[config.mk]
export PLATFORM = sky130hd
export DESIGN_NAME = vec_prio_arbiter
export DESIGN_NICKNAME = d
export VERILOG_FILES = /design/src/rtl/arb_pkg.sv /design/src/rtl/arb_ctrl.sv /design/src/rtl/arb_datapath.sv /design/src/rtl/vec_prio_arbiter.sv
export SDC_FILE = /design/constraint.sdc
export NUM_CORES = 1
export LEC_CHECK = 0
export BUFFER_PORTS_ARGS = -buffer_cell sky130_fd_sc_hd__buf_4
export CORE_ASPECT_RATIO = 1.1
export CORE_MARGIN = 2
export CORE_UTILIZATION = 51
export CTS_BUF_LIST = sky130_fd_sc_hd__clkbuf_8
export CTS_CLUSTER_SIZE = 16
export DETAILED_ROUTE_END_ITERATION = 8
export GPL_TIMING_DRIVEN = 0
export PLACE_DENSITY = 0.86
export SYNTH_ARGS = -nofsm -noshare
export SYNTH_HDL_FRONTEND = slang
export SYNTH_SLANG_ARGS = --single-unit
[constraint.sdc]
create_clock -name clk -period 1.5 [get_ports clk]
set_clock_uncertainty 0.1 [all_clocks]
set_input_delay 0.3 -clock clk [delete_from_list [all_inputs] [get_ports clk]]
set_output_delay 0.3 -clock clk [all_outputs]
set_load 0.01 [all_outputs]
[src/rtl/arb_pkg.sv]
package arb_pkg;

  localparam int CH_NUM  = 2;
  localparam int REG_NUM = 4;
  localparam int ADDR_W  = $clog2(REG_NUM);
  localparam int CH_W    = $clog2(CH_NUM);

  // word addresses of the configuration registers
  typedef enum logic [ADDR_W-1:0] {
    ADDR_MASK = 2'd0,
    ADDR_IDX0 = 2'd1,
    ADDR_IDX1 = 2'd2,
    ADDR_EN   = 2'd3
  } regAddr_e;

  // strobes and live decision passed from control to datapath
  typedef struct packed {
    logic            latchWin;
    logic            dropWin;
    logic            liveHit;
    logic [CH_W-1:0] liveCh;
  } arbStrobe_t;

endpackage

[src/rtl/arb_ctrl.sv]
module arb_ctrl
  import arb_pkg::*;
(
  input  logic [CH_NUM-1:0] chReq,
  input  logic [CH_NUM-1:0] maskBits,
  input  logic              enBit,
  input  logic              intAck,
  input  logic              holdValid,
  output logic              irqOut,
  output arbStrobe_t        strb
);

  logic [CH_NUM-1:0] pending;
  logic [CH_W-1:0]   winCh;

  assign pending = chReq & maskBits & {CH_NUM{enBit}};

  // fixed priority: lowest channel number wins
  always_comb begin
    winCh = '0;
    for (int i = CH_NUM - 1; i >= 0; i--) begin
      if (pending[i]) winCh = CH_W'(i);
    end
  end

  assign irqOut        = |pending;
  assign strb.liveHit  = |pending;
  assign strb.liveCh   = winCh;
  assign strb.latchWin = intAck & ~holdValid;
  assign strb.dropWin  = ~intAck & holdValid;

endmodule

[src/rtl/arb_datapath.sv]
module arb_datapath
  import arb_pkg::*;
#(
  parameter int DATA_W = 8
) (
  input  logic              clk,
  input  logic              rstN,
  input  logic [ADDR_W-1:0] regAddr,
  input  logic              regWe,
  input  logic [DATA_W-1:0] regWdata,
  output logic [DATA_W-1:0] regRdata,
  input  logic              intAck,
  input  arbStrobe_t        strb,
  output logic [CH_NUM-1:0] maskBits,
  output logic              enBit,
  output logic              holdValid,
  output logic [CH_NUM-1:0] chAck,
  output logic [DATA_W-1:0] vecData,
  output logic              vecOe
);

  logic [DATA_W-1:0] cfgReg [REG_NUM];
  logic              holdHit;
  logic [CH_W-1:0]   holdCh;
  logic              curHit;
  logic [CH_W-1:0]   curCh;
  logic [DATA_W-1:0] idxSel;

  // configuration registers, one writer per word
  for (genvar r = 0; r < REG_NUM; r++) begin : g_reg
    always_ff @(posedge clk or negedge rstN) begin
      if (!rstN) begin
        cfgReg[r] <= '0;
      end else if (regWe && (regAddr == ADDR_W'(r))) begin
        cfgReg[r] <= regWdata;
      end
    end
  end

  assign regRdata = cfgReg[regAddr];
  assign maskBits = cfgReg[ADDR_MASK][CH_NUM-1:0];
  assign enBit    = cfgReg[ADDR_EN][0];

  // winner capture for the acknowledge handshake
  always_ff @(posedge clk or negedge rstN) begin
    if (!rstN) begin
      holdValid <= 1'b0;
      holdHit   <= 1'b0;
      holdCh    <= '0;
    end else if (strb.latchWin) begin
      holdValid <= 1'b1;
      holdHit   <= strb.liveHit;
      holdCh    <= strb.liveCh;
    end else if (strb.dropWin) begin
      holdValid <= 1'b0;
    end
  end

  assign curHit = holdValid ? holdHit : strb.liveHit;
  assign curCh  = holdValid ? holdCh  : strb.liveCh;

  for (genvar c = 0; c < CH_NUM; c++) begin : g_ack
    assign chAck[c] = intAck & curHit & (curCh == CH_W'(c));
  end

  always_comb begin
    idxSel = '0;
    for (int c = 0; c < CH_NUM; c++) begin
      if (curCh == CH_W'(c)) idxSel = cfgReg[int'(ADDR_IDX0) + c];
    end
  end

  assign vecOe   = intAck & curHit;
  assign vecData = vecOe ? idxSel : '0;

endmodule

[src/rtl/vec_prio_arbiter.sv]
module vec_prio_arbiter
  import arb_pkg::*;
#(
  parameter int DATA_W = 8
) (
  input  logic              clk,
  input  logic              rstN,
  input  logic [ADDR_W-1:0] regAddr,
  input  logic              regWe,
  input  logic [DATA_W-1:0] regWdata,
  output logic [DATA_W-1:0] regRdata,
  input  logic [CH_NUM-1:0] chReq,
  output logic              irqOut,
  input  logic              intAck,
  output logic [CH_NUM-1:0] chAck,
  output logic [DATA_W-1:0] vecData,
  output logic              vecOe
);

  arbStrobe_t        strb;
  logic [CH_NUM-1:0] maskBits;
  logic              enBit;
  logic              holdValid;

  arb_ctrl u_ctrl (
    .chReq    (chReq),
    .maskBits (maskBits),
    .enBit    (enBit),
    .intAck   (intAck),
    .holdValid(holdValid),
    .irqOut   (irqOut),
    .strb     (strb)
  );

  arb_datapath #(.DATA_W(DATA_W)) u_dp (
    .clk      (clk),
    .rstN     (rstN),
    .regAddr  (regAddr),
    .regWe    (regWe),
    .regWdata (regWdata),
    .regRdata (regRdata),
    .intAck   (intAck),
    .strb     (strb),
    .maskBits (maskBits),
    .enBit    (enBit),
    .holdValid(holdValid),
    .chAck    (chAck),
    .vecData  (vecData),
    .vecOe    (vecOe)
  );

endmodule

Word level (Yosys, flattened, before mapping) --
Cells that the tools add are included.
Cells by class: equal/unequal tests 3, order comparisons 1, bitwise logic cells 11, reduce and logical (&&, ||, !) cells 7, mux-type cells 11
Operators by type and width (number):
- 8-bit 2-to-1 mux | 4
- 8-bit binary-select mux with 2-bit select | 1
- 1-bit 2-to-1 mux | 6
- 1-bit bitwise AND | 5
- 2-bit bitwise AND | 2
- 2-bit equality test, second input constant | 2
- 1-bit logical AND | 4
- 3-bit greater-or-equal comparator, second input constant | 1
- 1-bit inverter | 3
- 2-bit inverter with 3-bit output | 1
- 2-bit by 1-bit equality test with 1-bit output, second input constant | 1
- 2-bit logical NOT | 1
- 2-bit nonzero test | 1
- 2-bit OR reduction | 1
Storage, ports and cells: output and inout port bits 20, word-level logic and storage cells 40, register bits after elaboration 35

Logic depth before layout (Yosys ltp) --
depth in word-level cells 7, depth in mapped cells 4, mapped depth without buffers 3

Cells and area by module --
From an unflattened synthesis, not the netlist that was laid out.
Second synthesis, totals: cells, all modules 127, area, all modules 1739.2 µm²
Modules (own cells, without submodules):
- arb_datapath | area an instance 1687.9 µm², times used 1, cells an instance 119
- arb_ctrl | area an instance 51.3 µm², times used 1, cells an instance 8

Least setup slack after synthesis --
Ideal clock, no wire load.
path kind flip-flop to output port, start reg u_dp.cfgReg (netlist bit u_dp.enBit), end out vecData[0], data arrival time 1.186 ns, required time 1.100 ns, path slack -0.086 ns, buffers on the path 1, cell stages (with the launch flop) 5, cells stage by stage dfrtp_1 a21bo_1 o31a_1 buf_6 o22ai_1
Between the ends: cells in the longest elaborated chain, start to end 6
Ends and longest elaborated chain:
- start: declaration | RTL line arb_datapath.sv:22 | logic [DATA_W-1:0] cfgReg [REG_NUM];
- start signal: indexed assignment | RTL line arb_datapath.sv:35 | cfgReg[r] <= regWdata;
- 2-bit bitwise AND * | RTL line arb_ctrl.sv:16 | assign pending = chReq & maskBits & {CH_NUM{enBit}};
- 1-bit 2-to-1 mux (2 in a row) | RTL line arb_ctrl.sv:22 | if (pending[i]) winCh = CH_W'(i);
- 1-bit 2-to-1 mux | RTL line arb_datapath.sv:60 | assign curCh = holdValid ? holdCh : strb.liveCh;
- 8-bit 2-to-1 mux | RTL line arb_datapath.sv:69 | if (curCh == CH_W'(c)) idxSel = cfgReg[int'(ADDR_IDX0) + c];
- 8-bit 2-to-1 mux * | RTL line arb_datapath.sv:74 | assign vecData = vecOe ? idxSel : '0;
- end: declaration | RTL line vec_prio_arbiter.sv:16 | output logic [DATA_W-1:0] vecData,
Every way passes the cells marked *; elsewhere a longest branch is shown, timed or not.

Worst setup path in the final report --
start reg u_dp.cfgReg (netlist bit u_dp.maskBits[1]), end out vecData[6]
Between the ends: cells in the longest elaborated chain, start to end 7
Ends and longest elaborated chain (RTL line):
- 2-bit bitwise AND * (2 in a row) | arb_ctrl.sv:16
- 1-bit 2-to-1 mux (2 in a row) | arb_ctrl.sv:22
- 1-bit 2-to-1 mux | arb_datapath.sv:60
- 8-bit 2-to-1 mux | arb_datapath.sv:69
- 8-bit 2-to-1 mux * | arb_datapath.sv:74
Marked as above.

==> run_summary.xml <==
<?xml version="1.0" encoding="UTF-8"?>
<metrics>
  <group name="outcome">
    <metric name="outcome" unit="">finished, violations left</metric>
    <metric name="violations" unit="">negative setup slack</metric>
  </group>
  <group name="layout">
    <metric name="drive_gt1_share" unit="%">64.9</metric>
    <metric name="fin_util" unit="%">73.5</metric>
    <metric name="design_area" unit="um^2">2450</metric>
    <metric name="nFillCells" unit="">224</metric>
    <metric name="antenna-diode-count" unit="">0</metric>
    <metric name="layout-area-overhead-vs-synth" unit="%">39.1</metric>
    <metric name="nets" unit="">207</metric>
  </group>
  <group name="cts">
    <metric name="insertion_delay" unit="ps">280</metric>
    <metric name="clock_tree.htree_level_count" unit="">2</metric>
    <metric name="tritoncts_buffer_count" unit="">5</metric>
    <metric name="clock_path_buffers" unit="">2</metric>
    <metric name="path_clk_slew" unit="ps">70</metric>
    <metric name="ctsRootBufferMaster" unit="">clkbuf_8</metric>
    <metric name="cts_sinks" unit="">35</metric>
    <metric name="cts_tree" unit="">built</metric>
  </group>
  <group name="timing">
    <metric name="period_minus_slack" unit="ps">1990</metric>
    <metric name="max-slew-margin-rel" unit="%">64.0</metric>
    <metric name="timing.final.ws_setup" unit="ps">-493</metric>
    <metric name="timing_hold_violations_final" unit="">0</metric>
    <metric name="final_cycle_utilization_of_the_critical_path" unit="%">133</metric>
    <metric name="setup_tns" unit="ps">-6970</metric>
    <metric name="maxClockFrequency" unit="MHz">502</metric>
    <metric name="final-max-slew-violation-count" unit="">0</metric>
    <metric name="tightestPinTransition" unit="ps">539</metric>
    <metric name="grt_setup_unrepaired" unit="">true</metric>
    <metric name="setup-violations-final" unit="">20</metric>
  </group>
  <group name="routing">
    <metric name="detail_route.iter0.violations" unit="">44</metric>
    <metric name="route.vias.total" unit="">1320</metric>
    <metric name="postRouteAntennaNets" unit="">0</metric>
    <metric name="route.detailed.drc" unit="">0</metric>
    <metric name="first_pass_detailed_route_iteration_total" unit="">4</metric>
    <metric name="wl_per_cell" unit="um">17.9</metric>
    <metric name="detailed_route_vias_per_instance" unit="">5.52</metric>
    <metric name="detail_route.wirelength" unit="um">4270</metric>
  </group>
  <group name="die">
    <metric name="design.portCount" unit="">36</metric>
    <metric name="starting_density_of_the_core" unit="%">52.8</metric>
    <metric name="core_area" unit="um^2">3330</metric>
    <metric name="die_height" unit="um">65.6</metric>
    <metric name="design.die.area" unit="um^2">3940</metric>
    <metric name="die_w" unit="um">60</metric>
    <metric name="core.rowCount" unit="">22</metric>
  </group>
  <group name="grt">
    <metric name="grt_overflow" unit="">0</metric>
    <metric name="maximum_number_of_pins_on_one_net_before_global_route_repair" unit="">36</metric>
    <metric name="first_global_vias" unit="">1391</metric>
    <metric name="grt_usage" unit="%">24.2</metric>
    <metric name="number_of_antenna_violations_at_the_first_check_in_global_routing" unit="">0</metric>
    <metric name="grt_pass1_wl" unit="um">6710</metric>
  </group>
  <group name="synth">
    <metric name="mappedNetlistArea" unit="um^2">1760</metric>
    <metric name="synth_xor_xnor_area_share" unit="%">0</metric>
    <metric name="yosys.cell_types.count" unit="">22</metric>
    <metric name="synth_seq_cells" unit="">35</metric>
    <metric name="yosys-mux-area-fraction" unit="%">32.6</metric>
    <metric name="synthesis.nets" unit="">146</metric>
    <metric name="syn_inst" unit="">129</metric>
    <metric name="synth_largest_area_cell" unit="">dfrtp_1</metric>
    <metric name="synthAdderAreaFrac" unit="%">0.711</metric>
    <metric name="synth.top_cells.by_area" unit="">dfrtp_1 50%, mux2_2 22%, mux4_2 10%</metric>
    <metric name="synth_enable_flop_cells" unit="">0</metric>
    <metric name="syn_avg_cell_area" unit="um^2">13.6</metric>
    <metric name="yosys_warnings" unit="">0</metric>
    <metric name="synth-async-reset-ratio" unit="%">100</metric>
    <metric name="synth_simple_gate_area_share" unit="%">8.82</metric>
    <metric name="synth-compound-area-share" unit="%">5.26</metric>
    <metric name="synth_sequential_area_ratio" unit="%">49.8</metric>
    <metric name="synth_top_family_by_area" unit="">multiplexers</metric>
    <metric name="synthDominantCellAreaShare" unit="%">49.8</metric>
    <metric name="synth_flop_cell" unit="">dfrtp_1</metric>
  </group>
  <group name="critical_path">
    <metric name="critical_path_depth" unit="">5</metric>
    <metric name="critical_path_buf_inv_count" unit="">2</metric>
    <metric name="worst-r2r-cell-count" unit="">5</metric>
    <metric name="critPathArrivalTime" unit="ps">1590</metric>
    <metric name="worstPathMaxFanout" unit="">9</metric>
    <metric name="path_delay_family" unit="">compound AO/OA/AOI/OAI gates</metric>
    <metric name="startpoint_type" unit="">flip-flop</metric>
    <metric name="criticalPathCategory" unit="">flip-flop to output port</metric>
    <metric name="critical_path.max_stage_delay" unit="ps">440</metric>
    <metric name="worstPathCellList" unit="">nand2_1 &gt; o31a_1 &gt; buf_6 &gt; o22ai_2 &gt; buf_4</metric>
    <metric name="cp_slowest_cell" unit="">dfrtp_1</metric>
    <metric name="worst_setup_path_end_kind" unit="">output port</metric>
    <metric name="cp.required" unit="ps">1100</metric>
  </group>
  <group name="min_path">
    <metric name="worstHoldPathCells" unit="">2</metric>
    <metric name="hold_path.class" unit="">input pin to flip-flop</metric>
  </group>
  <group name="placed_design">
    <metric name="dp_hpwl" unit="um">2650</metric>
    <metric name="place_worst_setup_slack" unit="ps">-509</metric>
    <metric name="gp_routability_congestion" unit="">0.709</metric>
    <metric name="placed_area" unit="um^2">2130</metric>
    <metric name="quantity_of_i_o_buffers_inserted_on_ports" unit="">35</metric>
  </group>
  <group name="job">
    <metric name="cap_violations" unit="">0</metric>
  </group>
  <group name="pwr">
    <metric name="power_leakage" unit="uW">0.00110</metric>
    <metric name="power_density" unit="nW/um^2">1270</metric>
    <metric name="power.total" unit="uW">3100</metric>
    <metric name="irDropWorstVdd" unit="mV">0.840</metric>
  </group>
</metrics>
-- cell families after synthesis --
| group | count (synthesis) |
|---|---|
| flops | 35 |
| buf+inv | 8 |
| compound gates | 13 |
| fa+ha+maj | 1 |
| mux | 43 |
| simple gates | 29 |
-- cell usage after synthesis, types with 2 or more instances --
library cell and count:
o22ai_1 8, dfrtp_1 35, mux4_2 8, inv_1 2, buf_6 2, nand2_1 18, nor2_1 2, clkbuf_1 3
mux2_2 35, nand3b_2 2, nand3_1 2, nor2b_1 2
-- final timing paths --
| path | slack, ps | end | from |
|---|---|---|---|
| hold reg to reg | 400 | u_dp.cfgReg[1] | u_dp.cfgReg[1] |
| hold / removal | 170 | u_dp.cfgReg[31] | regWdata[7] |
| setup reg to reg | 90 | u_dp.holdHit | u_dp.maskBits[0] |
| max in group asynchronous | 570 | u_dp.cfgReg[12] | rstN |
| setup / recovery | -490 | vecData[6] | u_dp.maskBits[1] |
| min in group asynchronous | 400 | u_dp.maskBits[0] | rstN |
-- state kept, by name, summed over array words and instances (netlist names) --
| signal | flops |
|---|---|
| u_dp.holdCh | 1 |
| u_dp.maskBits | 2 |
| u_dp.holdValid | 1 |
| u_dp.cfgReg | 29 |
| u_dp.holdHit | 1 |
| u_dp.enBit | 1 |
-- metal layers --
metal	global-route usage [%]	share of wire [%]	wire, um
met5	0	0	0
met4	9.17	1.7	71
met3	6.69	4.9	210
met1	32.8	43	1860
met2	36.8	50	2130
-- layout make-up --
type / instances / area [um^2] / area share, %
clock buffers: 7 / 96.3 / 3.94
inverters: 2 / 7.51 / 0.307
multi-input cells: 87 / 911 / 37.2
repair buffers: 54 / 453 / 18.5
well taps: 48 / 60.1 / 2.45
flip-flops and latches: 35 / 876 / 35.8
plain buffers: 5 / 40.0 / 1.64
clock inverters: 1 / 3.75 / 0.153
-- per-stage QoR --
step / hold slack, ps / instances
after global routing: 171 / 239
final: 172 / 239
after detailed placement: 174 / 212
after CTS: 168 / 236
after global placement: 164 / 212
after floorplan: -95.6 / 129
-- cell usage in the layout (no fill, tap or decap), types with 2 or more instances in the layout --
cell type / count
buf_4: 42
mux2_2: 35
dfrtp_1: 35
nand2_1: 18
buf_6: 14
mux4_2: 8
o22ai_2: 8
clkbuf_8: 7
inv_1: 3
clkbuf_2: 2
nand3_1: 2
nor2b_1: 2
nand3b_2: 2
-- report_power, final --
group	leakage (uW)	total (uW)	switching [uW]	internal (uW)
Clock	0.0000557	741	329	412
Combinational	0.000622	1100	441	657
Sequential	0.000418	1260	127	1140
-- repair_timing --
item	CTS	global route
pin swaps	1	2
gates resized for setup	12	6
cloned	1	0
setup endpoints to repair	20	21
buffers inserted	15	3
hold endpoints to repair	35	0
hold buffers	1	0
Power figures use the tool's default switching activity.
